==> config.mk <==
export PLATFORM = sky130hd
export DESIGN_NAME = fma_nan_sel
export DESIGN_NICKNAME = d
export VERILOG_FILES = /design/src/rtl/fnan_pkg.sv /design/src/rtl/fnan_classify.sv /design/src/rtl/fnan_order_pick.sv /design/src/rtl/fnan_izn_policy.sv /design/src/rtl/fma_nan_sel.sv
export SDC_FILE = /design/constraint.sdc
export NUM_CORES = 1
export LEC_CHECK = 0
export ABC_AREA = 0
export CAP_MARGIN = 25
export CORE_MARGIN = 1.5
export CORE_UTILIZATION = 50
export CTS_CLUSTER_SIZE = 20
export DETAILED_ROUTE_END_ITERATION = 8
export DONT_BUFFER_PORTS = 1
export PLACE_DENSITY = 0.65
export SYNTH_ARGS = -nofsm -noshare
export SYNTH_HDL_FRONTEND = slang
export SYNTH_SLANG_ARGS = --single-unit
export TNS_END_PERCENT = 5
==> constraint.sdc <==
create_clock -name clk -period 1.4 [get_ports clk]
set_input_delay 0.28 -clock clk [delete_from_list [all_inputs] [get_ports clk]]
set_output_delay 0.28 -clock clk [all_outputs]
set_load 0.02 [all_outputs]
==> src/rtl/fnan_pkg.sv <==
package fnan_pkg;

  // Operand class, two bits so that every encoding is meaningful
  typedef enum logic [1:0] {
    K_FIN  = 2'd0,
    K_ZERO = 2'd1,
    K_INF  = 2'd2,
    K_NAN  = 2'd3
  } kind_e;

  localparam int FLAG_W     = 16;
  localparam int FLG_INV    = 0;
  localparam int FLG_IMZ    = 8;
  localparam int FLG_SIG    = 13;
  localparam int RULE_W     = 7;
  localparam int IZN_W      = 3;
  localparam int NUM_OPS    = 3;

  // A priority word is usable when all three slots name distinct operands
  function automatic logic rule_legal(input logic [RULE_W-1:0] rule);
    logic [1:0] s0, s1, s2;
    s0 = rule[1:0];
    s1 = rule[3:2];
    s2 = rule[5:4];
    return (s0 != 2'd3) && (s1 != 2'd3) && (s2 != 2'd3) &&
           (s0 != s1) && (s0 != s2) && (s1 != s2);
  endfunction

  // Walk the slots in order; return {found, operand code}
  function automatic logic [2:0] walk_slots(input logic [RULE_W-1:0] rule,
                                            input logic [NUM_OPS-1:0] cand);
    logic       hit;
    logic [1:0] pick;
    hit  = 1'b0;
    pick = 2'd0;
    for (int s = 0; s < NUM_OPS; s++) begin
      if (!hit && rule[2*s +: 2] != 2'd3 && cand[rule[2*s +: 2]]) begin
        hit  = 1'b1;
        pick = rule[2*s +: 2];
      end
    end
    return {hit, pick};
  endfunction

endpackage

==> src/rtl/fnan_classify.sv <==
module fnan_classify
  import fnan_pkg::*;
#(
  parameter int EXP_W = 8,
  parameter int MAN_W = 23,
  localparam int W    = 1 + EXP_W + MAN_W
) (
  input  logic [W-1:0] val,
  output kind_e        kind,
  output logic         sig,
  output logic [W-1:0] quiet
);
  logic [EXP_W-1:0] ex;
  logic [MAN_W-1:0] fr;

  assign ex = val[W-2 -: EXP_W];
  assign fr = val[MAN_W-1:0];

  always_comb begin
    if (&ex)        kind = (fr != '0) ? K_NAN : K_INF;
    else if (ex == '0 && fr == '0) kind = K_ZERO;
    else            kind = K_FIN;
  end

  assign sig   = (kind == K_NAN) && !fr[MAN_W-1];
  assign quiet = val | (W'(1) << (MAN_W-1));
endmodule

==> src/rtl/fnan_order_pick.sv <==
module fnan_order_pick
  import fnan_pkg::*;
(
  input  logic [RULE_W-1:0]  rule,
  input  logic [NUM_OPS-1:0] nan_m,
  input  logic [NUM_OPS-1:0] sig_m,
  output logic [1:0]         sel,
  output logic               ok
);
  logic [NUM_OPS-1:0] cand;
  logic [2:0]         walk;

  // Signalling-first narrows the candidate set before the ordering
  assign cand = (rule[6] && (|sig_m)) ? sig_m : nan_m;
  assign walk = walk_slots(rule, cand);
  assign sel  = walk[1:0];
  assign ok   = rule_legal(rule) && walk[2];
endmodule

==> src/rtl/fnan_izn_policy.sv <==
module fnan_izn_policy (
  input  logic [1:0] code,
  input  logic       addend_sig,
  output logic       take_input,
  output logic       bad
);
  always_comb begin
    take_input = 1'b0;
    bad        = 1'b0;
    unique case (code)
      2'd0: bad        = 1'b1;
      2'd1: take_input = 1'b1;
      2'd2: take_input = 1'b0;
      2'd3: take_input = addend_sig;
    endcase
  end
endmodule

==> src/rtl/fma_nan_sel.sv <==
module fma_nan_sel
  import fnan_pkg::*;
#(
  parameter int EXP_W = 8,
  parameter int MAN_W = 23,
  localparam int W    = 1 + EXP_W + MAN_W
) (
  input  logic              clk,
  input  logic              rst_n,
  input  logic              in_vld,
  input  logic [W-1:0]      op_a,
  input  logic [W-1:0]      op_b,
  input  logic [W-1:0]      op_c,
  input  logic [RULE_W-1:0] pri_rule,
  input  logic [IZN_W-1:0]  izn_rule,
  input  logic              dnan_mode,
  input  logic [W-1:0]      dnan_pat,
  output logic              out_vld,
  output logic [W-1:0]      out_res,
  output logic              out_is_nan,
  output logic [FLAG_W-1:0] out_flags,
  output logic              out_rule_err
);
  logic [W-1:0]       ops   [NUM_OPS];
  logic [W-1:0]       qv    [NUM_OPS];
  kind_e              kinds [NUM_OPS];
  logic [NUM_OPS-1:0] nan_m, sig_m;

  assign ops[0] = op_a;
  assign ops[1] = op_b;
  assign ops[2] = op_c;

  for (genvar i = 0; i < NUM_OPS; i++) begin : g_cls
    fnan_classify #(.EXP_W(EXP_W), .MAN_W(MAN_W)) u_cls (
      .val   (ops[i]),
      .kind  (kinds[i]),
      .sig   (sig_m[i]),
      .quiet (qv[i])
    );
    assign nan_m[i] = (kinds[i] == K_NAN);
  end

  // Named events, also observed by the checker
  logic imz, imz_nan, imz_flag, on_path;
  assign imz      = (kinds[0] == K_INF && kinds[1] == K_ZERO) ||
                    (kinds[0] == K_ZERO && kinds[1] == K_INF);
  assign imz_nan  = imz && nan_m[2];
  assign imz_flag = imz && !(izn_rule[2] && nan_m[2]);
  assign on_path  = (|nan_m) || imz;

  logic [1:0] pick_sel;
  logic       pick_ok;
  fnan_order_pick u_pick (
    .rule  (pri_rule),
    .nan_m (nan_m),
    .sig_m (sig_m),
    .sel   (pick_sel),
    .ok    (pick_ok)
  );

  logic izn_take, izn_bad;
  fnan_izn_policy u_izn (
    .code       (izn_rule[1:0]),
    .addend_sig (sig_m[2]),
    .take_input (izn_take),
    .bad        (izn_bad)
  );

  logic [W-1:0]      d_res;
  logic              d_err, d_from_op;
  logic [FLAG_W-1:0] d_flags;

  always_comb begin
    d_res     = '0;
    d_err     = 1'b0;
    d_from_op = 1'b0;
    if (!on_path) begin
      d_res = '0;
    end else if (dnan_mode) begin
      d_res = dnan_pat;
    end else if (imz_nan) begin
      d_res     = izn_take ? qv[2] : dnan_pat;
      d_from_op = izn_take;
      d_err     = izn_bad;
    end else if (imz) begin
      d_res = dnan_pat;
    end else if (pick_ok) begin
      d_res     = qv[pick_sel];
      d_from_op = 1'b1;
    end else begin
      d_res = dnan_pat;
      d_err = 1'b1;
    end
  end

  always_comb begin
    d_flags          = '0;
    d_flags[FLG_INV] = (|sig_m) || imz_flag;
    d_flags[FLG_IMZ] = imz_flag;
    d_flags[FLG_SIG] = |sig_m;
  end

  logic q_from_op;

  always_ff @(posedge clk or negedge rst_n) begin
    if (!rst_n) begin
      out_vld      <= 1'b0;
      out_res      <= '0;
      out_is_nan   <= 1'b0;
      out_flags    <= '0;
      out_rule_err <= 1'b0;
      q_from_op    <= 1'b0;
    end else begin
      out_vld <= in_vld;
      if (in_vld) begin
        out_res      <= d_res;
        out_is_nan   <= on_path;
        out_flags    <= d_flags;
        out_rule_err <= d_err;
        q_from_op    <= d_from_op;
      end
    end
  end
endmodule

==> flow_metrics.py <==
metrics = {
    "run_status": {
        "outcome": "finished with violations",
        "failed_checks": "setup timing",
    },
    "setup_path": {
        "r2r_cells": 3,
        "critPathRequiredTime_ps": 1560,
        "r2r_start": "out_res[31]$_DFFE_PN0P_",
        "start_kind": "primary input",
        "cp-end-kind": "flop",
        "cp_max_fo": 8,
        "r2r_setup_slack_ps": 270,
        "arrival_ps": 2780,
        "r2r_end": "out_res[31]$_DFFE_PN0P_",
        "criticalPathCategory": "in2reg",
    },
    "timing": {
        "finalHoldViolations": 0,
        "rsz0062_at_grt": "yes",
        "finClkSkew_ps": 0,
        "max_freq_mhz": 381,
        "setup_violations": 36,
        "layout_setup_ws_ps": -1230,
        "fin_crit_sh": 1.88,
        "period_needed_ps": 2630,
        "drv_slew": 0,
        "fin_hold_ws_ps": 17.1,
    },
    "routing": {
        "wire_per_inst_um": 21.3,
        "via_count": 4290,
        "totalWireLength_mm": 13.9,
        "drtIter0Drc": 211,
        "postRouteAntennaNets": 0,
        "via_per_inst": 6.56,
        "drc": 0,
        "first_pass_iters": 4,
    },
    "pwr": {
        "p_int_w": 0.00183,
        "p_seq_frac": 0.449,
        "comb_power_share": 0.181,
        "power_switching_share": 0.274,
        "cellPowerDensity_nw_per_um2": 490,
        "ir_drop_v": 0.000320,
        "p_clk_frac": 0.371,
        "p_leak_nw": 1.92,
        "power.total_w": 0.00252,
        "power.switching_w": 0.000690,
    },
    "flow_run": {
        "drv_cap": 0,
    },
    "clock_tree": {
        "htreeDepth": 2,
        "root_buffer": "clkbuf_8",
        "clock_latency_ps": 280,
        "path_clk_slew_ps": 80,
        "cts_sinks": 38,
        "cts_buffers": 5,
        "clock_path_buffers": 2,
        "cts_tree": "done",
    },
    "global_routing": {
        "grt_pass1_wl_mm": 20.4,
        "grt_usage": 0.302,
        "gr-total-overflow": 0,
        "grt_max_degree": 49,
        "grt_pass1_vias": 4018,
        "antenna_found_initial": 0,
    },
    "floorplanning": {
        "die_height_um": 92.8,
        "core_area_um2": 7770,
        "die_area_um2": 8620,
        "die_w_um": 92.8,
        "num_rows": 32,
        "io_pins": 193,
        "start_util": 0.519,
    },
    "finish": {
        "syn2layout_area_growth_pct": 27.4,
        "nNetsFinal": 693,
        "insertedDiodeCount": 0,
        "final_cell_mix": "buf_4 (68), a211oi_1 (41), dfrtp_1 (38), inv_1 (30), o21ai_0 (30)",
        "num-fill-cells": 645,
        "drive_gt1_frac": 0.295,
        "final_area_um2": 5140,
        "final_common_cell": "buf_4",
    },
    "placement": {
        "post-place-ws_ps": -1650,
        "dpl.hpwl_mm": 10.1,
        "port_buffers": 0,
        "place_area_um2": 4510,
        "place_congestion": 0.948,
    },
    "logic_synthesis": {
        "syn-instance-count": 491,
        "synth_warnings": 0,
        "async_flop_share": 1.00,
        "ys_ff_latch": 38,
        "syn_area_um2": 4040,
        "syn_area_per_cell_um2": 8.22,
        "synth-edff-count": 0,
        "synth_top_flop_cell": "dfrtp_1",
        "seq_area_frac_synth": 0.236,
        "synth.distinct_cells": 60,
    },
    "worst_hold_path": {
        "min-delay-start": "in_vld",
        "hold_depth": 0,
        "hold-path-endpoint": "out_vld$_DFF_PN0_",
        "hp-class": "in2reg",
    },
}
## repair_timing
action                                  4_1_cts  5_1_grt
hold buffers                                  2        0
endpoints found under the hold margin        38        0
endpoints found under the setup margin       37       37
buffers inserted                             12       11
pin swaps                                    30       22
gates cloned                                  2        1
gates resized for setup                      30       24
## flip-flops by register name, summed over array words and instances (netlist names)
register	cells
out_is_nan	1
out_vld	1
out_rule_err	1
out_flags	3
out_res	32
## worst max path at each step
| stage | cells after the start | end | slack (ps) | from |
|---|---|---|---|---|
| after floorplan | 10 | out_res[1]$_DFFE_PN0P_ | -920 | op_b[16] |
| after global placement | 9 | out_res[6]$_DFFE_PN0P_ | -1610 | op_b[10] |
| after detailed placement | 9 | out_res[6]$_DFFE_PN0P_ | -1650 | op_b[10] |
| after CTS | 13 | out_res[4]$_DFFE_PN0P_ | -1180 | op_b[19] |
| after global routing | 14 | out_res[16]$_DFFE_PN0P_ | -1270 | op_b[19] |
| final | 13 | out_res[20]$_DFFE_PN0P_ | -1230 | op_b[19] |
## through the flow
| step | setup TNS (ps) | std cells | utilization |
|---|---|---|---|
| detailed placement | -52260 | 618 | 0.580 |
| finish | -37100 | 654 | 0.662 |
| CTS | -37020 | 642 | 0.638 |
| global route | -40080 | 654 | 0.662 |
| global placement | -50250 | 618 | 0.580 |
| floorplan | -31260 | 503 | - |
## cells in the mapped netlist (3+ instances only)
library cell   n  share of area
a211oi_1      48          0.089
a21oi_1       26          0.032
a221o_1       10          0.025
a31oi_1       25          0.039
and2_1         5         0.0078
and4_1         3         0.0065
buf_2          7         0.0087
buf_4         15          0.028
buf_6          3         0.0084
clkbuf_1      26          0.024
dfrtp_1       38           0.24
inv_1         30          0.028
nand2_1       15          0.014
nand2b_1      25          0.039
nand4_1        9          0.014
nor2_1        12          0.011
nor2b_1       24          0.037
nor3_1         6         0.0074
nor4_1        12          0.019
nor4_2         6          0.019
o211ai_1       6          0.011
o211ai_2      20          0.062
o21ai_0       41          0.051
o21ai_1       13          0.016
o2bb2ai_1     24          0.052
or4_1          3         0.0056
## final cells by class
| cell class | instances | area (um2) | share of cell area |
|---|---|---|---|
| well taps | 102 | 128 | 0.0248 |
| multi-input cells | 382 | 2900 | 0.564 |
| clock buffers | 5 | 68.8 | 0.0134 |
| clock inverters | 3 | 40.0 | 0.00779 |
| repair buffers | 94 | 941 | 0.183 |
| inverters | 30 | 113 | 0.0219 |
| flip-flops and latches | 38 | 951 | 0.185 |
## cells by family after synthesis
group / synth area share
AO/OA/AOI/OAI: 0.435
XOR/XNOR: 0.00434
buffers and inverters: 0.108
flip-flops: 0.236
multiplexers: 0.00279
other: 0.000929
AND/OR/NAND/NOR: 0.213
## worst max-delay path, cell delays in order
cell and delay [ps]:
nor4_4 300, nand4_1 170, buf_4 170, o211ai_1 210, or3b_4 430, buf_6 130
buf_4 130, o21ai_4 150, buf_4 150, clkbuf_16 140, a211oi_1 40, o211ai_1 330
a31oi_1 140
## power groups by stage
stage                     clock network, W  registers, W  logic (W)
after CTS                         0.000940       0.00113   0.000441
after floorplan                          0       0.00115   0.000355
after global routing              0.000993       0.00113   0.000495
final                             0.000933       0.00113   0.000455
after global placement                   0       0.00115   0.000384
after detailed placement                 0       0.00115   0.000389
## per-layer routing
metal	share of wire	up-vias	track usage
met5	0	-	0
met3	0.11	18	0.0739
li1	-	1994	-
met2	0.45	246	0.467
met4	0.017	0	0.0859
met1	0.42	2032	0.416
Note: power is estimated with default switching activity, not from simulation.
